### src/rtl/stx_enc_pkg.sv
package stx_enc_pkg;

  localparam logic [7:0] SYM_STX = 8'h02;
  localparam logic [7:0] SYM_DLE = 8'h10;

  typedef enum logic [2:0] {
    ST_IDLE,
    ST_OPEN,
    ST_DATA,
    ST_ESC,
    ST_CLOSE,
    ST_END
  } encState_t;

  // Strobes from control to datapath, at most one write strobe per cycle.
  typedef struct packed {
    logic startBurst;
    logic wrStx;
    logic wrEsc;
    logic wrIn;
    logic wrHeld;
    logic endBurst;
  } encStrobe_t;

endpackage

### src/rtl/stx_enc_ctrl.sv
module stx_enc_ctrl
  import stx_enc_pkg::*;
(
  input  logic       clk,
  input  logic       rstN,
  input  logic       inValid,
  input  logic       inLast,
  input  logic       inNull,
  input  logic       isSpecial,
  input  logic       fifoEmpty,
  input  logic       slotsFull,
  output encStrobe_t strobe,
  output logic       inReady,
  output logic       busy,
  output logic       frameOpen
);

  encState_t state, nextState;
  logic      heldLast;

  always_comb begin
    strobe    = '0;
    inReady   = 1'b0;
    nextState = state;
    unique case (state)
      ST_IDLE: begin
        if (inValid && fifoEmpty) begin
          strobe.startBurst = 1'b1;
          nextState = frameOpen ? ST_DATA : ST_OPEN;
        end
      end
      ST_OPEN: begin
        strobe.wrStx = 1'b1;
        nextState    = ST_DATA;
      end
      ST_DATA: begin
        if (slotsFull) begin
          nextState = ST_END;
        end else begin
          inReady = 1'b1;
          if (inValid) begin
            if (inNull) begin
              nextState = ST_CLOSE;
            end else if (isSpecial) begin
              strobe.wrEsc = 1'b1;
              nextState    = ST_ESC;
            end else begin
              strobe.wrIn = 1'b1;
              nextState   = inLast ? ST_CLOSE : ST_DATA;
            end
          end
        end
      end
      ST_ESC: begin
        strobe.wrHeld = 1'b1;
        nextState     = heldLast ? ST_CLOSE : ST_DATA;
      end
      ST_CLOSE: begin
        strobe.wrStx = 1'b1;
        nextState    = ST_END;
      end
      ST_END: begin
        strobe.endBurst = 1'b1;
        nextState       = ST_IDLE;
      end
      default: nextState = ST_IDLE;
    endcase
  end

  always_ff @(posedge clk) begin
    if (!rstN) begin
      state     <= ST_IDLE;
      frameOpen <= 1'b0;
      heldLast  <= 1'b0;
    end else begin
      state <= nextState;
      if (state == ST_OPEN)  frameOpen <= 1'b1;
      if (state == ST_CLOSE) frameOpen <= 1'b0;
      if (strobe.wrEsc)      heldLast  <= inLast;
    end
  end

  assign busy = (state != ST_IDLE);

  // A burst may only have been launched out of an empty FIFO.
  assert_start_on_empty_R3: assert property (@(posedge clk) disable iff (!rstN)
    $rose(busy) |-> $past(fifoEmpty));

  // Resumed bursts never reopen: opening only happens from a closed frame.
  assert_open_once_R6: assert property (@(posedge clk) disable iff (!rstN)
    $rose(frameOpen) |-> $past(state == ST_OPEN) && !$past(frameOpen));

endmodule

### src/rtl/stx_enc_datapath.sv
module stx_enc_datapath
  import stx_enc_pkg::*;
#(
  parameter int FIFO_DEPTH = 64,
  parameter int HEADROOM   = 2,
  localparam int CNT_W     = $clog2(FIFO_DEPTH + 1)
) (
  input  logic             clk,
  input  logic             rstN,
  input  logic [7:0]       inData,
  input  encStrobe_t       strobe,
  output logic             isSpecial,
  output logic             slotsFull,
  output logic             fifoWrEn,
  output logic [7:0]       fifoWrData,
  output logic [CNT_W-1:0] burstCount,
  output logic             burstDone
);

  localparam int SLOT_LIMIT = FIFO_DEPTH - HEADROOM;

  logic [CNT_W-1:0] slotsUsed;
  logic [CNT_W-1:0] payCount;
  logic [7:0]       heldByte;
  logic             escIssued;
  logic             anyWrite;
  logic [7:0]       wrByte;

  assign isSpecial = (inData == SYM_STX) || (inData == SYM_DLE);
  assign slotsFull = (slotsUsed >= CNT_W'(SLOT_LIMIT));
  assign anyWrite  = strobe.wrStx | strobe.wrEsc | strobe.wrIn | strobe.wrHeld;

  always_comb begin
    wrByte = inData;
    if (strobe.wrStx)       wrByte = SYM_STX;
    else if (strobe.wrEsc)  wrByte = SYM_DLE;
    else if (strobe.wrHeld) wrByte = heldByte;
  end

  always_ff @(posedge clk) begin
    if (!rstN) begin
      slotsUsed  <= '0;
      payCount   <= '0;
      heldByte   <= '0;
      escIssued  <= 1'b0;
      fifoWrEn   <= 1'b0;
      fifoWrData <= '0;
      burstCount <= '0;
      burstDone  <= 1'b0;
    end else begin
      if (strobe.startBurst)  slotsUsed <= '0;
      else if (anyWrite)      slotsUsed <= slotsUsed + 1'b1;
      if (strobe.startBurst)                 payCount <= '0;
      else if (strobe.wrIn || strobe.wrHeld) payCount <= payCount + 1'b1;
      if (strobe.wrEsc)    heldByte   <= inData;
      if (strobe.endBurst) burstCount <= payCount;
      escIssued  <= strobe.wrEsc;
      fifoWrEn   <= anyWrite;
      fifoWrData <= wrByte;
      burstDone  <= strobe.endBurst;
    end
  end

  assert_no_overflow_R4: assert property (@(posedge clk) disable iff (!rstN)
    slotsUsed <= CNT_W'(FIFO_DEPTH));

  // An escape write is always followed at once by a delimiter-valued byte.
  assert_escape_pair_R2: assert property (@(posedge clk) disable iff (!rstN)
    escIssued |=> fifoWrEn && (fifoWrData == SYM_STX || fifoWrData == SYM_DLE));

  assert_count_bound_R7: assert property (@(posedge clk) disable iff (!rstN)
    burstDone |-> burstCount <= CNT_W'(SLOT_LIMIT));

endmodule

### src/rtl/stx_frame_encoder.sv
module stx_frame_encoder
  import stx_enc_pkg::*;
#(
  parameter int FIFO_DEPTH = 64,
  parameter int HEADROOM   = 2
) (
  input  logic                               clk,
  input  logic                               rstN,
  input  logic                               inValid,
  input  logic [7:0]                         inData,
  input  logic                               inLast,
  input  logic                               inNull,
  output logic                               inReady,
  input  logic                               fifoEmpty,
  output logic                               fifoWrEn,
  output logic [7:0]                         fifoWrData,
  output logic                               burstBusy,
  output logic                               burstDone,
  output logic [$clog2(FIFO_DEPTH+1)-1:0]    burstCount
);

  encStrobe_t strobe;
  logic       isSpecial;
  logic       slotsFull;
  logic       frameOpen;

  stx_enc_ctrl u_ctrl (
    .clk       (clk),
    .rstN      (rstN),
    .inValid   (inValid),
    .inLast    (inLast),
    .inNull    (inNull),
    .isSpecial (isSpecial),
    .fifoEmpty (fifoEmpty),
    .slotsFull (slotsFull),
    .strobe    (strobe),
    .inReady   (inReady),
    .busy      (burstBusy),
    .frameOpen (frameOpen)
  );

  stx_enc_datapath #(
    .FIFO_DEPTH (FIFO_DEPTH),
    .HEADROOM   (HEADROOM)
  ) u_dp (
    .clk        (clk),
    .rstN       (rstN),
    .inData     (inData),
    .strobe     (strobe),
    .isSpecial  (isSpecial),
    .slotsFull  (slotsFull),
    .fifoWrEn   (fifoWrEn),
    .fifoWrData (fifoWrData),
    .burstCount (burstCount),
    .burstDone  (burstDone)
  );

  assert_close_delim_R5: assert property (@(posedge clk) disable iff (!rstN)
    $fell(frameOpen) |-> fifoWrEn && fifoWrData == SYM_STX);

  assert_write_in_burst_R8: assert property (@(posedge clk) disable iff (!rstN)
    fifoWrEn |-> burstBusy);

endmodule

### config.mk
export PLATFORM = sky130hd
export DESIGN_NAME = stx_frame_encoder
export DESIGN_NICKNAME = d
export VERILOG_FILES = /design/src/rtl/stx_enc_pkg.sv /design/src/rtl/stx_enc_ctrl.sv /design/src/rtl/stx_enc_datapath.sv /design/src/rtl/stx_frame_encoder.sv
export SDC_FILE = /design/constraint.sdc
export NUM_CORES = 1
export LEC_CHECK = 0
export ABC_AREA = 1
export BUFFER_PORTS_ARGS = -buffer_cell sky130_fd_sc_hd__buf_2
export CORE_UTILIZATION = 50
export CTS_CLUSTER_SIZE = 28
export DETAILED_ROUTE_END_ITERATION = 10
export PLACE_DENSITY = 0.75
export RECOVER_POWER = 50
export SLEW_MARGIN = 20
export SYNTH_ARGS = -nofsm -noshare
export SYNTH_HDL_FRONTEND = slang
export SYNTH_SLANG_ARGS = --single-unit
### constraint.sdc
create_clock -name clk -period 1.48 [get_ports clk]
set_input_delay 0.296 -clock clk [delete_from_list [all_inputs] [get_ports clk]]
set_output_delay 0.296 -clock clk [all_outputs]
set_load 0.01 [all_outputs]
# == Yosys cells after proc, flatten, opt, wreduce, memory -nomap -nowiden ==
# Index checks and enable logic that the tools add are counted.
# word_totals
out_inout_bits,19
inputBits,14
ff_bits,44
# op_classes
n_mux,25
order_cmp,1
add_sub_neg,2
eq_ne,9
n_reduce_logical,11
bitwise_logic,4
# ops
op,count
two-way mux 3 bit,7
case mux 3 bit (5 select lines),1
"adder 7 x 1 -> 7 bit, second input constant",2
two-way mux 2 bit,6
two-way mux 1 bit,9
"== test 8 x 2 -> 1 bit, second input constant",1
"== test 8 x 5 -> 1 bit, second input constant",1
two-way mux 8 bit,1
OR reduction 2 bit,4
"greater-or-equal comparator 7 x 6 -> 1 bit, second input constant",1
"== test 3 x 2 -> 1 bit, second input constant",2
"== test 3 bit, second input constant",2
two-way mux 5 bit,1
"== test 3 x 1 -> 1 bit, second input constant",1
logical NOT 3 bit,1
"!= test 3 bit, second input constant",1
bitwise OR 1 bit,3
nonzero test 3 bit,1
OR reduction 3 bit,1
logical OR 1 bit,2
"!= test 2 x 1 -> 1 bit, second input constant",1
AND reduction 2 bit,1
logical AND 1 bit,1
inverter 1 bit,1

# == Logic depth before layout (Yosys ltp) ==
# logic_depth
word_depth,10
mapped_depth,11

# == Modules after synthesis ==
# From an unflattened synthesis, not the netlist that was laid out.
# hier_totals
hier_cells,273
hier_area_um2,1974.4
# modules_own_cells
mod,cells_each,area_each_um2,instances,seq_area_each_um2
stx_enc_datapath,216,1615.3,1,780.7
stx_enc_ctrl,57,359.1,1,100.1

# == Worst setup path before layout ==
# No wires, ideal clock.
# synth_timing
path_type,register -> register
startpoint,register u_dp.slotsUsed[0]
endpoint,register u_dp.payCount[1]
n_path_buf,1
stages_incl_launch_ff,11
synth_period_minus_slack_ns,1.627
slack_ns,-0.147
arrival_time_ns,1.511
required_ns,1.364
path_cell_list,dfxtp_1 > inv_1 > ha_1 > or2_2 > nand2_2 > nand3_4 > nor2_2 > nor2_4 > buf_6 > nor2_1 > nor2_1
# synth_via
elab_chain_len,4
# synth_lines
element,line_no,rtl
"start, declared",stx_enc_datapath.sv:22,logic [CNT_W-1:0] slotsUsed;
"start signal, assigned",stx_enc_datapath.sv:52,else if (anyWrite) slotsUsed <= slotsUsed + 1'b1;
greater-or-equal comparator 7 x 6 -> 1 bit,stx_enc_datapath.sv:30,assign slotsFull = (slotsUsed >= CNT_W'(SLOT_LIMIT));
two-way mux 2 bit,stx_enc_ctrl.sv:37,if (slotsFull) begin
two-way mux 2 bit,stx_enc_ctrl.sv:25,unique case (state)
logical OR 1 bit,stx_enc_datapath.sv:54,else if (strobe.wrIn || strobe.wrHeld) payCount <= payCount + 1'b1;
"end signal, assigned",stx_enc_datapath.sv:54,
"end, declared",stx_enc_datapath.sv:23,logic [CNT_W-1:0] payCount;
# Every way passes these cells.
# A chain may end at the register's enable or synchronous reset.

# == Worst setup path after layout ==
# layout_timing
startpoint,register u_dp.slotsUsed[0]
endpoint,output inReady
# layout_via
elab_chain_len,3
# layout_lines
element,line_no,rtl
greater-or-equal comparator 7 x 6 -> 1 bit,stx_enc_datapath.sv:30,
two-way mux 1 bit,stx_enc_ctrl.sv:37,
two-way mux 1 bit,stx_enc_ctrl.sv:25,
"end, declared",stx_frame_encoder.sv:13,"output logic inReady,"
# Every way passes these cells.

==> impl_results.md <==
* Library cells used by synthesis at 31
* Routed WL per cell at 13.4 um
* Register area share after synthesis at 44.4%
* Kind of end point of the critical path: primary output
* Skew final at 5.47 ps
* Combined global-route utilization of all metal layers at 23.5%
* Most common cell after layout, fill and taps aside: sky130_fd_sc_hd__nand2_1
* Count of input and output buffers at 32
* Length of routed met3 wiring at 231 um
* Finished Cell Area at 2790 sq um
* Number of max-capacitance violations reported at 0
* Clock root cell: sky130_fd_sc_hd__clkbuf_8
* First-pass DRT Iterations at 4
* Clk Latency, worst-skew pair at 310 ps
* Count of endpoints failing setup in the final report at 36
* Proportion of power drawn by the clock network at 26.7%
* Switching part of the total at 33.6%
* Filler cell count in the final layout at 281
* Dominant synthesized flop cell: sky130_fd_sc_hd__dfxtp_1
* Total number of vias at 2,023
* Antenna diode count at 0
* Placed Cells incl. Taps at 364
* Final routed DRC violation total at 0
* Net count, final at 355
* Clock period minus worst slack at 1780 ps
* CTS tree: built
* # rows at 22
* Total wire length after detailed routing at 5200 um
* Post-synthesis sequential element count at 44
* Met2 wire length at 2760 um
* Fin crit share at 121%
* Critical path type: reg -> out
* Global-route wire length before repair at 7570 um
* Detailed placement HPWL at 3120 um
* Final Hold Fails at 0
* Number of instances in the synthesized netlist at 263
* Via density at 5.23
* Worst Setup Slack, final at -304 ps
* M1 wire length at 2100 um
* Clock Pin Slew Worst Setup and Hold Paths at 90 ps
* Die Footprint at 4220 sq um
* Sum of overflow across all layers after global routing at 0
* Leading cell types in the layout, fill and taps excluded: sky130_fd_sc_hd__nand2_1 (56), sky130_fd_sc_hd__dfxtp_1 (42), sky130_fd_sc_hd__buf_4 (32)
* Proportion of register bits with asynchronous set or reset after synthesis at 0%
* Violated checks: negative setup slack
* Final non-filler cell total at 387
* Sequential fraction of design power at 42.7%
* Layout area overhead at 40.6%
* Maximum number of pins on one net before global-route repair at 16
* Leakage at 1.18 nW
* Die extent in y at 65.0 um
* Number of primary I/O pins at 33
* Clock buffer count from CTS at 5
* Initial antenna violation count at 0
* Clock Sink Count at 44
* Fraction of final layout cells with drive strength greater than 1 at 36.9%
* RSZ-0062 raised after global routing: yes
* Area post-placement at 2400 sq um
* Syn nets at 280
* Depth of the worst register-to-register path at 11
* Floorplan core area at 3740 sq um
* Post-synthesis instance area at 1980 sq um
* Outcome: complete, but fails checks
* Internal power contribution at 2.05 mW
* Final core occ at 74.5%
* Ordered list of cells on the worst path: inv_2 -> ha_2 -> or2_4 -> nand2_4 -> nand3_4 -> buf_6 -> inv_4 -> buf_6
* Stage delay of the slowest cell on the critical path at 340 ps
* Hold/Removal Path Class: in -> reg
* CTS Buffer Depth at 2
* Number of max-slew violations in the final report at 0
* Area taken by multi-input logic gates at 1160 sq um
* Net switching power figure at 1.03 mW
* First DRT Iteration DRCs at 100
* Hold buffer count at cts at 0
* GP Congestion at 0.828
* Master of the slowest instance on the critical path: sky130_fd_sc_hd__dfxtp_2
* Worst endpoint required time at 1180 ps
* Setup_tns at -7540 ps
* Worst slew margin at 68.9%
* Data arrival, critical path at 1490 ps
* Post-synthesis average cell area at 7.54 sq um
* Worst hold path stage count at 3
* Number of levels in the clock H-tree at 2
* Peak fanout along the critical path at 2
* Number of enable flip-flop cells after synthesis at 0
* Measured slew at the worst slew-check pin at 465 ps
* Share of power burned in combinational logic at 30.7%
* Sequential cell area at 886 sq um
* Most frequent cell on the critical path: sky130_fd_sc_hd__buf_6
* Count of warnings emitted by yosys at 0
* Antenna Nets Post-Route at 0
* Top routing layer in use: met4
* Via count of the first global-routing pass at 1,759
* Initial Util at 53.0%
* Critical Path Source Type: register
* Max Clock Freq at 561 MHz
* Power Dens Cells at 1110 nW/um^2
* Horizontal extent of the die at 65.0 um
* Worst vdd rail ir drop at 692 uV
-- worst max-delay path: cells and delay by family (launching register included) --
kind	cells	cell delay [ps]
adder cells (fa/ha/maj)	1	170
flip-flops	1	340
AND/OR/NAND/NOR	3	370
buffers and inverters	4	300
-- kinds of logic after synthesis --
family | count (synthesis) | synth area share [%]
buffers and inverters | 35 | 7.32
AO/OA/AOI/OAI | 48 | 12.4
AND/OR/NAND/NOR | 125 | 30.5
XOR/XNOR | 8 | 3.53
flip-flops | 44 | 44.4
adder cells (fa/ha/maj) | 3 | 1.89
-- final cells by class --
| cell class | count | area share (%) |
|---|---|---|
| flip-flops and latches | 44 | 31.8 |
| clock buffers | 6 | 2.96 |
| multi-input cells | 187 | 41.5 |
| inverters | 28 | 3.95 |
| clock inverters | 2 | 0.539 |
| well taps | 48 | 2.15 |
| repair buffers | 72 | 17.1 |
-- cell usage after synthesis (2+ instances only) --
cell type	n	area share, %
sky130_fd_sc_hd__nand2_1	64	12
sky130_fd_sc_hd__nand3_1	15	3.8
sky130_fd_sc_hd__inv_1	26	4.9
sky130_fd_sc_hd__o21ai_0	15	3.8
sky130_fd_sc_hd__nor2_1	22	4.2
sky130_fd_sc_hd__buf_2	2	0.50
sky130_fd_sc_hd__ha_1	3	1.9
sky130_fd_sc_hd__clkbuf_1	2	0.38
sky130_fd_sc_hd__xnor2_1	3	1.3
sky130_fd_sc_hd__nand2_2	2	0.63
sky130_fd_sc_hd__nor2_2	2	0.63
sky130_fd_sc_hd__a21oi_1	30	7.6
sky130_fd_sc_hd__nor3b_1	6	2.3
sky130_fd_sc_hd__nand4_1	2	0.63
sky130_fd_sc_hd__nor2_4	3	1.7
sky130_fd_sc_hd__dfxtp_1	44	44
sky130_fd_sc_hd__inv_2	2	0.38
sky130_fd_sc_hd__nor3_4	2	1.6
sky130_fd_sc_hd__nor3_1	2	0.50
sky130_fd_sc_hd__xor2_1	5	2.2
-- state kept, by name, summed over array words and instances, names as in the netlist --
| register | cells |
|---|---|
| u_ctrl.heldLast | 1 |
| u_dp.slotsUsed | 7 |
| u_dp.heldByte | 8 |
| u_dp.burstCount | 7 |
| u_ctrl.state | 3 |
| u_dp.fifoWrData | 8 |
| u_dp.payCount | 7 |
| u_dp.burstDone | 1 |
| u_dp.fifoWrEn | 1 |
| u_ctrl.frameOpen | 1 |
-- power groups by stage --
| stage | clock network, mW | logic, mW | registers (mW) |
|---|---|---|---|
| after floorplan | 0 | 0.442 | 1.35 |
| after global placement | 0 | 0.708 | 1.33 |
| after detailed placement | 0 | 0.719 | 1.33 |
| after CTS | 0.815 | 0.790 | 1.30 |
| after global routing | 0.868 | 1.04 | 1.32 |
| final | 0.822 | 0.946 | 1.31 |
-- metrics by stage --
stage | hold slack [ps] | worst slack [ps] | total power [mW]
after global placement | 435 | -106 | 2.04
after floorplan | 431 | 1.27 | 1.79
after detailed placement | 434 | -151 | 2.05
after global routing | 249 | -343 | 3.23
final | 237 | -304 | 3.08
after CTS | 244 | -294 | 2.91
-- path summary, 6_finish.rpt --
check / startpoint / end / slack, ps
setup / recovery: u_dp.slotsUsed[0] / inReady / -300
hold / removal: inData[5] / u_dp.fifoWrData[5] / 240
setup reg to reg: u_dp.slotsUsed[0] / u_dp.fifoWrData[5] / -280
hold reg to reg: u_dp.burstCount[2] / u_dp.burstCount[2] / 450
-- timing repair --
action	in CTS	in global routing
gates resized for setup	10	49
buffers inserted	4	7
endpoints found under the setup margin	35	41
gates cloned	3	1
pin swaps	4	17
-- layer usage --
layer	up-vias	track usage, %
met1	955	27.4
met2	45	41.4
met3	13	4.05
li1	1010	-
met4	0	11.1
met5	-	0
No activity file was read; power rests on OpenSTA's default activity.
